`src/rtl/esq_pkg.sv`:
```
package esq_pkg;

    typedef enum logic [2:0] {
        ST_IDLE   = 3'd0,
        ST_SETTLE = 3'd1,
        ST_ISSUE  = 3'd2,
        ST_WAIT   = 3'd3,
        ST_FINISH = 3'd4
    } esq_state_e;

endpackage

```
`src/rtl/esq_level_gen.sv`:
```
// Maps a ladder index to a stimulus DAC code centred on a base position.
module esq_level_gen #(
    parameter int DAC_W   = 16,
    parameter int NUM_LVL = 8,
    parameter int LVL_W   = 3
) (
    input  logic [DAC_W-1:0] base_i,
    input  logic [LVL_W-1:0] idx_i,
    output logic [DAC_W-1:0] code_o
);
    localparam int HALF = NUM_LVL / 2;

    always_comb begin
        code_o = base_i + DAC_W'(idx_i) - DAC_W'(HALF);
    end
endmodule

```
`src/rtl/esq_tally.sv`:
```
// Per-level upper-code counters plus an outlier counter.
module esq_tally #(
    parameter int ADC_W   = 12,
    parameter int NUM_LVL = 8,
    parameter int LVL_W   = 3,
    parameter int CNT_W   = 4,
    parameter int OUT_W   = 7
) (
    input  logic                             clk,
    input  logic                             rst_n,
    input  logic                             clr_i,
    input  logic                             take_i,
    input  logic [LVL_W-1:0]                 lvl_i,
    input  logic [ADC_W-1:0]                 data_i,
    input  logic [ADC_W-1:0]                 low_i,
    output logic [NUM_LVL-1:0][CNT_W-1:0]    hits_o,
    output logic [OUT_W-1:0]                 outl_o
);
    typedef struct packed {
        logic [NUM_LVL-1:0][CNT_W-1:0] hits;
        logic [OUT_W-1:0]              outl;
    } tally_t;

    tally_t             tl_d, tl_q;
    logic [ADC_W-1:0]   upper_code;

    always_comb begin
        upper_code = low_i + ADC_W'(1);
        tl_d       = tl_q;
        if (clr_i) begin
            tl_d = '0;
        end else if (take_i) begin
            if (data_i == upper_code) begin
                tl_d.hits[lvl_i] = tl_q.hits[lvl_i] + CNT_W'(1);
            end else if (data_i != low_i) begin
                tl_d.outl = tl_q.outl + OUT_W'(1);
            end
        end
    end

    always_ff @(posedge clk or negedge rst_n) begin
        if (!rst_n) begin
            tl_q <= '0;
        end else begin
            tl_q <= tl_d;
        end
    end

    assign hits_o = tl_q.hits;
    assign outl_o = tl_q.outl;
endmodule

```
`src/rtl/esq_estimate.sv`:
```
// Finds the lowest level whose count reaches half the per-level sample count.
module esq_estimate #(
    parameter int NUM_LVL = 8,
    parameter int PER_LVL = 8,
    parameter int LVL_W   = 3,
    parameter int CNT_W   = 4
) (
    input  logic [NUM_LVL-1:0][CNT_W-1:0] hits_i,
    output logic [LVL_W-1:0]              idx_o,
    output logic                          under_o,
    output logic                          over_o
);
    localparam int THRESH = PER_LVL / 2;

    logic [NUM_LVL-1:0] reach;

    for (genvar k = 0; k < NUM_LVL; k++) begin : g_reach
        assign reach[k] = (hits_i[k] >= CNT_W'(THRESH));
    end

    always_comb begin
        idx_o = LVL_W'(NUM_LVL - 1);
        for (int k = NUM_LVL - 1; k >= 0; k--) begin
            if (reach[k]) begin
                idx_o = LVL_W'(k);
            end
        end
        under_o = &reach;
        over_o  = ~|reach;
    end
endmodule

```
`src/rtl/edge_sweep_seq.sv`:
```
// Sweeps a short DAC ladder around a predicted ADC edge and reports hit counts.
module edge_sweep_seq
    import esq_pkg::*;
#(
    parameter  int ADC_W    = 12,
    parameter  int EXTRA_W  = 4,
    parameter  int NUM_LVL  = 8,
    parameter  int PER_LVL  = 8,
    parameter  int SETTLE_W = 8,
    localparam int DAC_W    = ADC_W + EXTRA_W,
    localparam int CNT_W    = $clog2(PER_LVL + 1),
    localparam int OUT_W    = $clog2(NUM_LVL * PER_LVL + 1)
) (
    input  logic                       clk,
    input  logic                       rst_n,
    input  logic                       start_i,
    input  logic [DAC_W-1:0]           pred_edge_i,
    input  logic [ADC_W-1:0]           low_code_i,
    input  logic [SETTLE_W-1:0]        settle_i,
    output logic [DAC_W-1:0]           dac_code_o,
    output logic                       conv_start_o,
    input  logic                       conv_valid_i,
    input  logic [ADC_W-1:0]           conv_data_i,
    output logic                       busy_o,
    output logic                       done_o,
    output logic [NUM_LVL*CNT_W-1:0]   hits_o,
    output logic [OUT_W-1:0]           outliers_o,
    output logic [DAC_W-1:0]           est_edge_o,
    output logic                       under_o,
    output logic                       over_o
);
    localparam int LVL_W = (NUM_LVL > 1) ? $clog2(NUM_LVL) : 1;
    localparam int SMP_W = (PER_LVL > 1) ? $clog2(PER_LVL) : 1;
    localparam logic [LVL_W-1:0] LAST_LVL = LVL_W'(NUM_LVL - 1);
    localparam logic [SMP_W-1:0] LAST_SMP = SMP_W'(PER_LVL - 1);

    typedef struct packed {
        esq_state_e          st;
        logic [DAC_W-1:0]    pred;
        logic [ADC_W-1:0]    low;
        logic [SETTLE_W-1:0] settle;
        logic [SETTLE_W-1:0] wait_cnt;
        logic [LVL_W-1:0]    lvl;
        logic [SMP_W-1:0]    smp;
        logic [DAC_W-1:0]    est;
        logic                under;
        logic                over;
        logic                done;
    } ctl_t;

    ctl_t                          ctl_d, ctl_q;
    logic                          tally_clr, tally_take;
    logic [NUM_LVL-1:0][CNT_W-1:0] hit_cnt;
    logic [LVL_W-1:0]              est_idx;
    logic                          est_under, est_over;
    logic [DAC_W-1:0]              level_code, est_code;

    esq_level_gen #(.DAC_W(DAC_W), .NUM_LVL(NUM_LVL), .LVL_W(LVL_W)) i_drive_lvl (
        .base_i (ctl_q.pred),
        .idx_i  (ctl_q.lvl),
        .code_o (level_code)
    );

    esq_level_gen #(.DAC_W(DAC_W), .NUM_LVL(NUM_LVL), .LVL_W(LVL_W)) i_est_lvl (
        .base_i (ctl_q.pred),
        .idx_i  (est_idx),
        .code_o (est_code)
    );

    esq_tally #(
        .ADC_W(ADC_W), .NUM_LVL(NUM_LVL), .LVL_W(LVL_W), .CNT_W(CNT_W), .OUT_W(OUT_W)
    ) i_tally (
        .clk    (clk),
        .rst_n  (rst_n),
        .clr_i  (tally_clr),
        .take_i (tally_take),
        .lvl_i  (ctl_q.lvl),
        .data_i (conv_data_i),
        .low_i  (ctl_q.low),
        .hits_o (hit_cnt),
        .outl_o (outliers_o)
    );

    esq_estimate #(
        .NUM_LVL(NUM_LVL), .PER_LVL(PER_LVL), .LVL_W(LVL_W), .CNT_W(CNT_W)
    ) i_estimate (
        .hits_i  (hit_cnt),
        .idx_o   (est_idx),
        .under_o (est_under),
        .over_o  (est_over)
    );

    always_comb begin
        ctl_d      = ctl_q;
        ctl_d.done = 1'b0;
        tally_clr  = 1'b0;
        tally_take = 1'b0;
        case (ctl_q.st)
            ST_IDLE: begin
                if (start_i) begin
                    ctl_d.pred     = pred_edge_i;
                    ctl_d.low      = low_code_i;
                    ctl_d.settle   = settle_i;
                    ctl_d.wait_cnt = settle_i;
                    ctl_d.lvl      = '0;
                    ctl_d.smp      = '0;
                    ctl_d.under    = 1'b0;
                    ctl_d.over     = 1'b0;
                    ctl_d.st       = ST_SETTLE;
                    tally_clr      = 1'b1;
                end
            end
            ST_SETTLE: begin
                if (ctl_q.wait_cnt == '0) begin
                    ctl_d.st = ST_ISSUE;
                end else begin
                    ctl_d.wait_cnt = ctl_q.wait_cnt - SETTLE_W'(1);
                end
            end
            ST_ISSUE: begin
                ctl_d.st = ST_WAIT;
            end
            ST_WAIT: begin
                if (conv_valid_i) begin
                    tally_take = 1'b1;
                    if (ctl_q.smp == LAST_SMP) begin
                        ctl_d.smp = '0;
                        if (ctl_q.lvl == LAST_LVL) begin
                            ctl_d.st = ST_FINISH;
                        end else begin
                            ctl_d.lvl      = ctl_q.lvl + LVL_W'(1);
                            ctl_d.wait_cnt = ctl_q.settle;
                            ctl_d.st       = ST_SETTLE;
                        end
                    end else begin
                        ctl_d.smp = ctl_q.smp + SMP_W'(1);
                        ctl_d.st  = ST_ISSUE;
                    end
                end
            end
            ST_FINISH: begin
                ctl_d.est   = est_code;
                ctl_d.under = est_under;
                ctl_d.over  = est_over;
                ctl_d.done  = 1'b1;
                ctl_d.st    = ST_IDLE;
            end
            default: begin
                ctl_d.st = ST_IDLE;
            end
        endcase
    end

    always_ff @(posedge clk or negedge rst_n) begin
        if (!rst_n) begin
            ctl_q <= '0;
        end else begin
            ctl_q <= ctl_d;
        end
    end

    assign dac_code_o   = level_code;
    assign conv_start_o = (ctl_q.st == ST_ISSUE);
    assign busy_o       = (ctl_q.st != ST_IDLE);
    assign done_o       = ctl_q.done;
    assign hits_o       = hit_cnt;
    assign est_edge_o   = ctl_q.est;
    assign under_o      = ctl_q.under;
    assign over_o       = ctl_q.over;
endmodule

```
`config.mk`:
```
export PLATFORM = sky130hd
export DESIGN_NAME = edge_sweep_seq
export DESIGN_NICKNAME = d
export VERILOG_FILES = /design/src/rtl/esq_pkg.sv /design/src/rtl/esq_level_gen.sv /design/src/rtl/esq_tally.sv /design/src/rtl/esq_estimate.sv /design/src/rtl/edge_sweep_seq.sv
export SDC_FILE = /design/constraint.sdc
export NUM_CORES = 1
export LEC_CHECK = 0
export CAP_MARGIN = 40
export CORE_MARGIN = 1.5
export CORE_UTILIZATION = 59
export CTS_CLUSTER_DIAMETER = 150
export DETAILED_ROUTE_END_ITERATION = 7
export GPL_TIMING_DRIVEN = 0
export PLACE_DENSITY = 0.87
export REMOVE_ABC_BUFFERS = 1
export SETUP_SLACK_MARGIN = 0.05
export SLEW_MARGIN = 20
export SYNTH_ARGS = -nofsm -noshare
export SYNTH_HDL_FRONTEND = slang
export SYNTH_HIERARCHICAL = 1
export SYNTH_SLANG_ARGS = --single-unit
```
`constraint.sdc`:
```
create_clock -name clk -period 5.1 [get_ports clk]
set_input_delay 1.02 -clock clk [delete_from_list [all_inputs] [get_ports clk]]
set_output_delay 1.02 -clock clk [all_outputs]
set_load 0.05 [all_outputs]
```
* Yosys cells after proc, flatten, opt, wreduce, memory -nomap -nowiden
Index checks and enable logic that the tools add are counted.
** Storage, ports and cells
- Register bits :: 111
- Bits of input ports :: 52
- Logic and storage cells :: 113
** Cells by class
- Add/subtract/negate cells :: 10
- $lt $le $gt $ge :: 10
- Equality and inequality tests :: 15
- Multiplexer cells :: 37
- Reduce and logical (&&, ||, !) cells :: 21
** Operators by type and width (number)
- 39-bit 2-to-1 mux :: 2
- 53-bit 2-to-1 mux :: 1
- 16-bit by 3-bit adder with 16-bit output :: 2
- 32-bit bitwise mux :: 1
- 4-bit by 3-bit >= comparator with 1-bit output (second input constant) :: 8
- 32-bit 2-to-1 mux :: 1
- 16-bit by 3-bit subtractor with 16-bit output (second input constant) :: 2
- 3-bit 2-to-1 mux :: 9
- 8-bit case mux with 3 select lines :: 1
- 11-bit 2-to-1 mux :: 2
- 14-bit 2-to-1 mux :: 1
- 7-bit 2-to-1 mux :: 2
- 12-bit by 1-bit adder with 12-bit output (second input constant) :: 1
- 4-bit binary-select mux with 3-bit select :: 1
- 4-bit demux with 3-bit select :: 1
- 12-bit == test :: 1
- 12-bit inequality test :: 1
- 2-bit inequality test (second input constant) :: 6
- 3-bit case mux with 4 select lines :: 1
- 6-bit case mux with 2 select lines :: 1
- 2-bit nonzero test :: 5
- 3-bit == test (second input constant) :: 3
- 3-bit AND reduction :: 3
- 8-bit zero test :: 1
- 23 further kinds :: 36

* Depth between registers and ports, before layout
- Depth in word-level cells :: 10
- Mapped depth :: 14

* Modules after synthesis
Netlist, hierarchy kept.
** By module, submodules not included
- edge_sweep_seq :: instances 1, cells each 308, area an instance 3342.0 µm², sequential area each 1801.7 µm²
- esq_tally :: instances 1, cells each 266, area an instance 2707.6 µm², sequential area each 975.9 µm²
- esq_level_gen (i_drive_lvl) :: instances 1, cells each 120, area an instance 832.0 µm², sequential area each 0.0 µm²
- esq_level_gen (i_est_lvl) :: instances 1, cells each 108, area an instance 779.5 µm², sequential area each 0.0 µm²
- esq_estimate :: instances 1, cells each 22, area an instance 128.9 µm², sequential area each 0.0 µm²

* Least setup slack after synthesis
No wires, ideal clock.
- Path kind :: reg2out
- Start :: reg ctl_q[54] (netlist name)
- End :: out dac_code_o[9]
- Arrival :: 3.634 ns
- Data required time :: 4.080 ns
- Setup slack :: 0.446 ns
- Stages on the path, launching flop included :: 8
- Buffers on the path :: 0
- Path through :: dfrtp_1 ha_1 ha_1 fa_1 a21oi_1 nor3b_2 o21a_1 o311ai_0
** Between the ends
- Longest elaborated chain between the ends :: 2
** Ends and longest elaborated chain
- start, declared :: RTL line edge_sweep_seq.sv:51 : ctl_t ctl_d, ctl_q;
- start signal, assigned :: RTL line edge_sweep_seq.sv:158 : ctl_q <= ctl_d;
- 16-bit by 3-bit adder with 16-bit output :: RTL line esq_level_gen.sv:14 : code_o = base_i + DAC_W'(idx_i) - DAC_W'(HALF);
- 16-bit by 3-bit subtractor with 16-bit output :: RTL line esq_level_gen.sv:14
- end, declared :: RTL line edge_sweep_seq.sv:20 : output logic [DAC_W-1:0] dac_code_o,
Every way passes these cells.

* Worst setup path after layout
- Start :: reg ctl_q[22] (netlist name)
- End :: out dac_code_o[9]
The elaborated chain is that of the path after synthesis.

==> metrics.cfg <==
[routing]
vias = 6375
wirelength_um = 17160
first_iter_violations = 486
wl_per_cell_um = 15.69
vias_per_cell = 5.827
ant_nets = 0
drc = 0
drtPass1Iterations = 5

[setup_path]
rr_startpoint = i_tally/hits_o[19]$_DFFE_PN0P_
critPathTopFamily = adder cells
reg2reg_depth = 13
cp_num_cells = 8
startpoint = ctl_q[22]$_DFFE_PN0P_
start_kind = register
reg2reg_slack_ps = 1640
cp_cell_sequence = ha_1, ha_1, fa_1, a21oi_1, nor3b_2, o21a_1, o311ai_0, clkdlybuf4s50_1
cp_slowest_cell = clkdlybuf4s50_1
cp_num_buf_inv = 1
cp-end-kind = output port
critical_path_class = register to output port
cp_slowest_stage_delay_ps = 890
worstPathMaxFanout = 16
arrival_ps = 3870
required_ps = 4080
rr_endpoint = est_edge_o[13]$_DFFE_PN0P_
path_common_cell = ha_1

[synthesis]
synth-main-ff-cell = dfrtp_1
syn_inst = 824
yosys-top-cells-count = dfrtp_1, nand2_1, nor2_1
synth-seq-cells = 111
synth_top_cell_by_area = dfrtp_1
yosys_warnings = 6
ys_top_cells_by_area = dfrtp_1, ha_1, mux2i_1
synth_edf_count = 0
yosys.cell_types.count = 90
avgSynthCellArea_um2 = 9.454
synth_most_common_cell = dfrtp_1
yosysSeqAreaShare_pct = 35.66
synth_top_area_share_pct = 35.66
netlist_area_um2 = 7790
async_flop_share_pct = 100.0

[final_layout]
multi_input_area_um2 = 4524
post-route-cell-area_um2 = 9324
seq_area_um2 = 2780
nets = 1014
drive_above_1_share_pct = 9.653
num_antenna_cells = 0
n_fill_cell = 909
area_delta_synth_final_pct = 19.69

[pwr]
irDropWorstVdd_mv = 0.7218
leakage_nw = 3.977
powerDensity_nw_per_um2 = 667.3

[placement]
postPlaceCellArea_um2 = 9037
dp_hpwl_um = 12510
place_congestion = 0.8954
pre_cts_ws_ps = 292.5
place.port_buffers = 127

[timing]
final-setup-viol-count = 0
layout_worst_path_cycle_share_pct = 95.93
min_period_ps = 4892
relSlewSlack_pct = 48.50
worst_slew_pin_slew_ps = 765.4
rsz0062_at_grt = false
hold_viol_final = 0
fin_tns_setup_ps = 0
fin_worst_skew_ps = 10.77
final_max_slew_viol_count = 0
fin_ws_ps = 207.7
timing.fmax_mhz = 204.4

[global_route]
grt_overflow = 0
grt_pass1_vias = 5921
grt_usage_pct = 25.20
grt_max_degree = 71
grt_pass1_wl_um = 28770
antenna_found_initial = 0

[worst_hold_path]
min_to = est_edge_o[11]$_DFFE_PN0P_
hold_path_startpoint = est_edge_o[11]$_DFFE_PN0P_
whs_path_depth = 2
hp-class = register to register

[floorplanning]
rows = 41
die_area_um2 = 13900
die_w_um = 117.9
core_um2 = 12770
start_util_pct = 60.99
fp.dieH_um = 117.9
ios = 128

[flow_run]
drv_cap = 0

[clocking]
cts_tree = done
clock_latency_ps = 360
root_buffer = clkbuf_16
cts_setup_buffers = 0
max-clock-path-buffers = 2
cts_buffers = 9
clk_pin_slew_ps = 70
clkSinkCount = 111
cts_hold_buf = 0
cts_max_level = 3

[outcome]
outcome = finished clean

==> timing repair <==
item / in CTS / in global routing
gates resized for setup: 2 / 1
setup endpoints to repair: 4 / 3
gates cloned: 0 / 0
==> metrics by stage <==
step	power (mW)	hold slack (ps)	utilization (%)	instances
after CTS	6.214	479.4	72.99	1094
after detailed placement	5.498	463.1	70.75	1078
final	6.222	471.9	72.99	1094
after global routing	6.653	496.4	72.99	1094
after global placement	5.383	456.9	70.15	1075
after floorplan	4.444	472.3	-	776
==> layout by cell type, fill, tap and decap left out, types with 5 or more instances in the layout <==
cell | Yosys | final
nor3b_1 | 5 | 5
mux2_1 | 7 | 7
a31oi_1 | 13 | 13
o211ai_1 | 6 | 6
and3_1 | 5 | 5
inv_1 | 45 | 45
dfrtp_1 | 111 | 109
clkdlybuf4s50_1 | 0 | 126
ha_1 | 43 | 43
nand2_1 | 84 | 84
nand2b_1 | 40 | 40
xor2_1 | 13 | 13
nor3_1 | 15 | 15
nor4_1 | 9 | 9
a21oi_1 | 34 | 34
a21o_1 | 9 | 9
mux2_2 | 34 | 34
nand3_1 | 31 | 31
xnor2_1 | 21 | 21
nor2_1 | 63 | 63
clkbuf_16 | 0 | 9
o21a_1 | 5 | 5
nor2b_1 | 7 | 7
o22ai_1 | 6 | 6
o21ai_0 | 22 | 21
nand4_1 | 9 | 9
mux2i_1 | 39 | 39
==> registers in the layout, indices dropped and copies added, names as in the netlist <==
signal          cells
ctl_q              53
under_o             1
i_tally/hits_o     32
est_edge_o         16
over_o              1
i_tally/outl_o      7
done_o              1
==> routing by layer <==
layer  share of wire [%]  vias to the layer above  global-route usage, %
met1                  45                     3017                  34.44
li1                    -                     3121                      -
met4                 2.3                        0                  7.698
met5                   0                        -                      0
met3                 5.4                       34                  5.087
met2                  47                      203                  40.53
==> cell families (layout without fill, tap and decap cells) <==
group	count (synthesis)	after routing	share of synthesized area (%)
buffers and inverters	94	192	6.264
AND/OR/NAND/NOR	310	310	21.39
adder cells (fa/ha/maj)	45	45	7.421
AO/OA/AOI/OAI	146	146	13.35
XOR/XNOR	34	34	3.823
multiplexers	84	84	12.09
flip-flops	111	111	35.66
==> cell type report <==
class / count / area share [%]
well taps: 172 / 2.308
multi-input cells: 619 / 48.52
clock buffers: 13 / 2.576
repair buffers: 130 / 14.45
inverters: 46 / 1.852
flip-flops and latches: 111 / 29.82
clock inverters: 3 / 0.4697
==> worst register-to-register path, cell delays in order, from the launching register on <==
cell and delay [ps]:
dfrtp_1 440, nor2_1 290, nand2_1 120, a31oi_1 230, ha_1 270, ha_1 250, fa_1 410, a21o_1 210
a221o_1 390, a311oi_4 400, nand3_1 120, o311ai_1 110, nand2_1 80, nand2_1 60
==> power breakdown <==
| part | internal (mW) | total, mW | switching (mW) | leakage (nW) |
|---|---|---|---|---|
| Sequential | 1.09 | 1.40 | 0.303 | 1.45 |
| Clock | 0.382 | 0.696 | 0.314 | 0.138 |
| Combinational | 1.64 | 4.13 | 2.49 | 2.39 |
==> worst max path at each step <==
stage | endpoint
after global routing | dac_code_o[9]
after CTS | dac_code_o[13]
after floorplan | dac_code_o[9]
final | dac_code_o[9]
after global placement | i_tally/hits_o[21]$_DFFE_PN0P_
after detailed placement | dac_code_o[13]
Power figures use the tool's default switching activity.
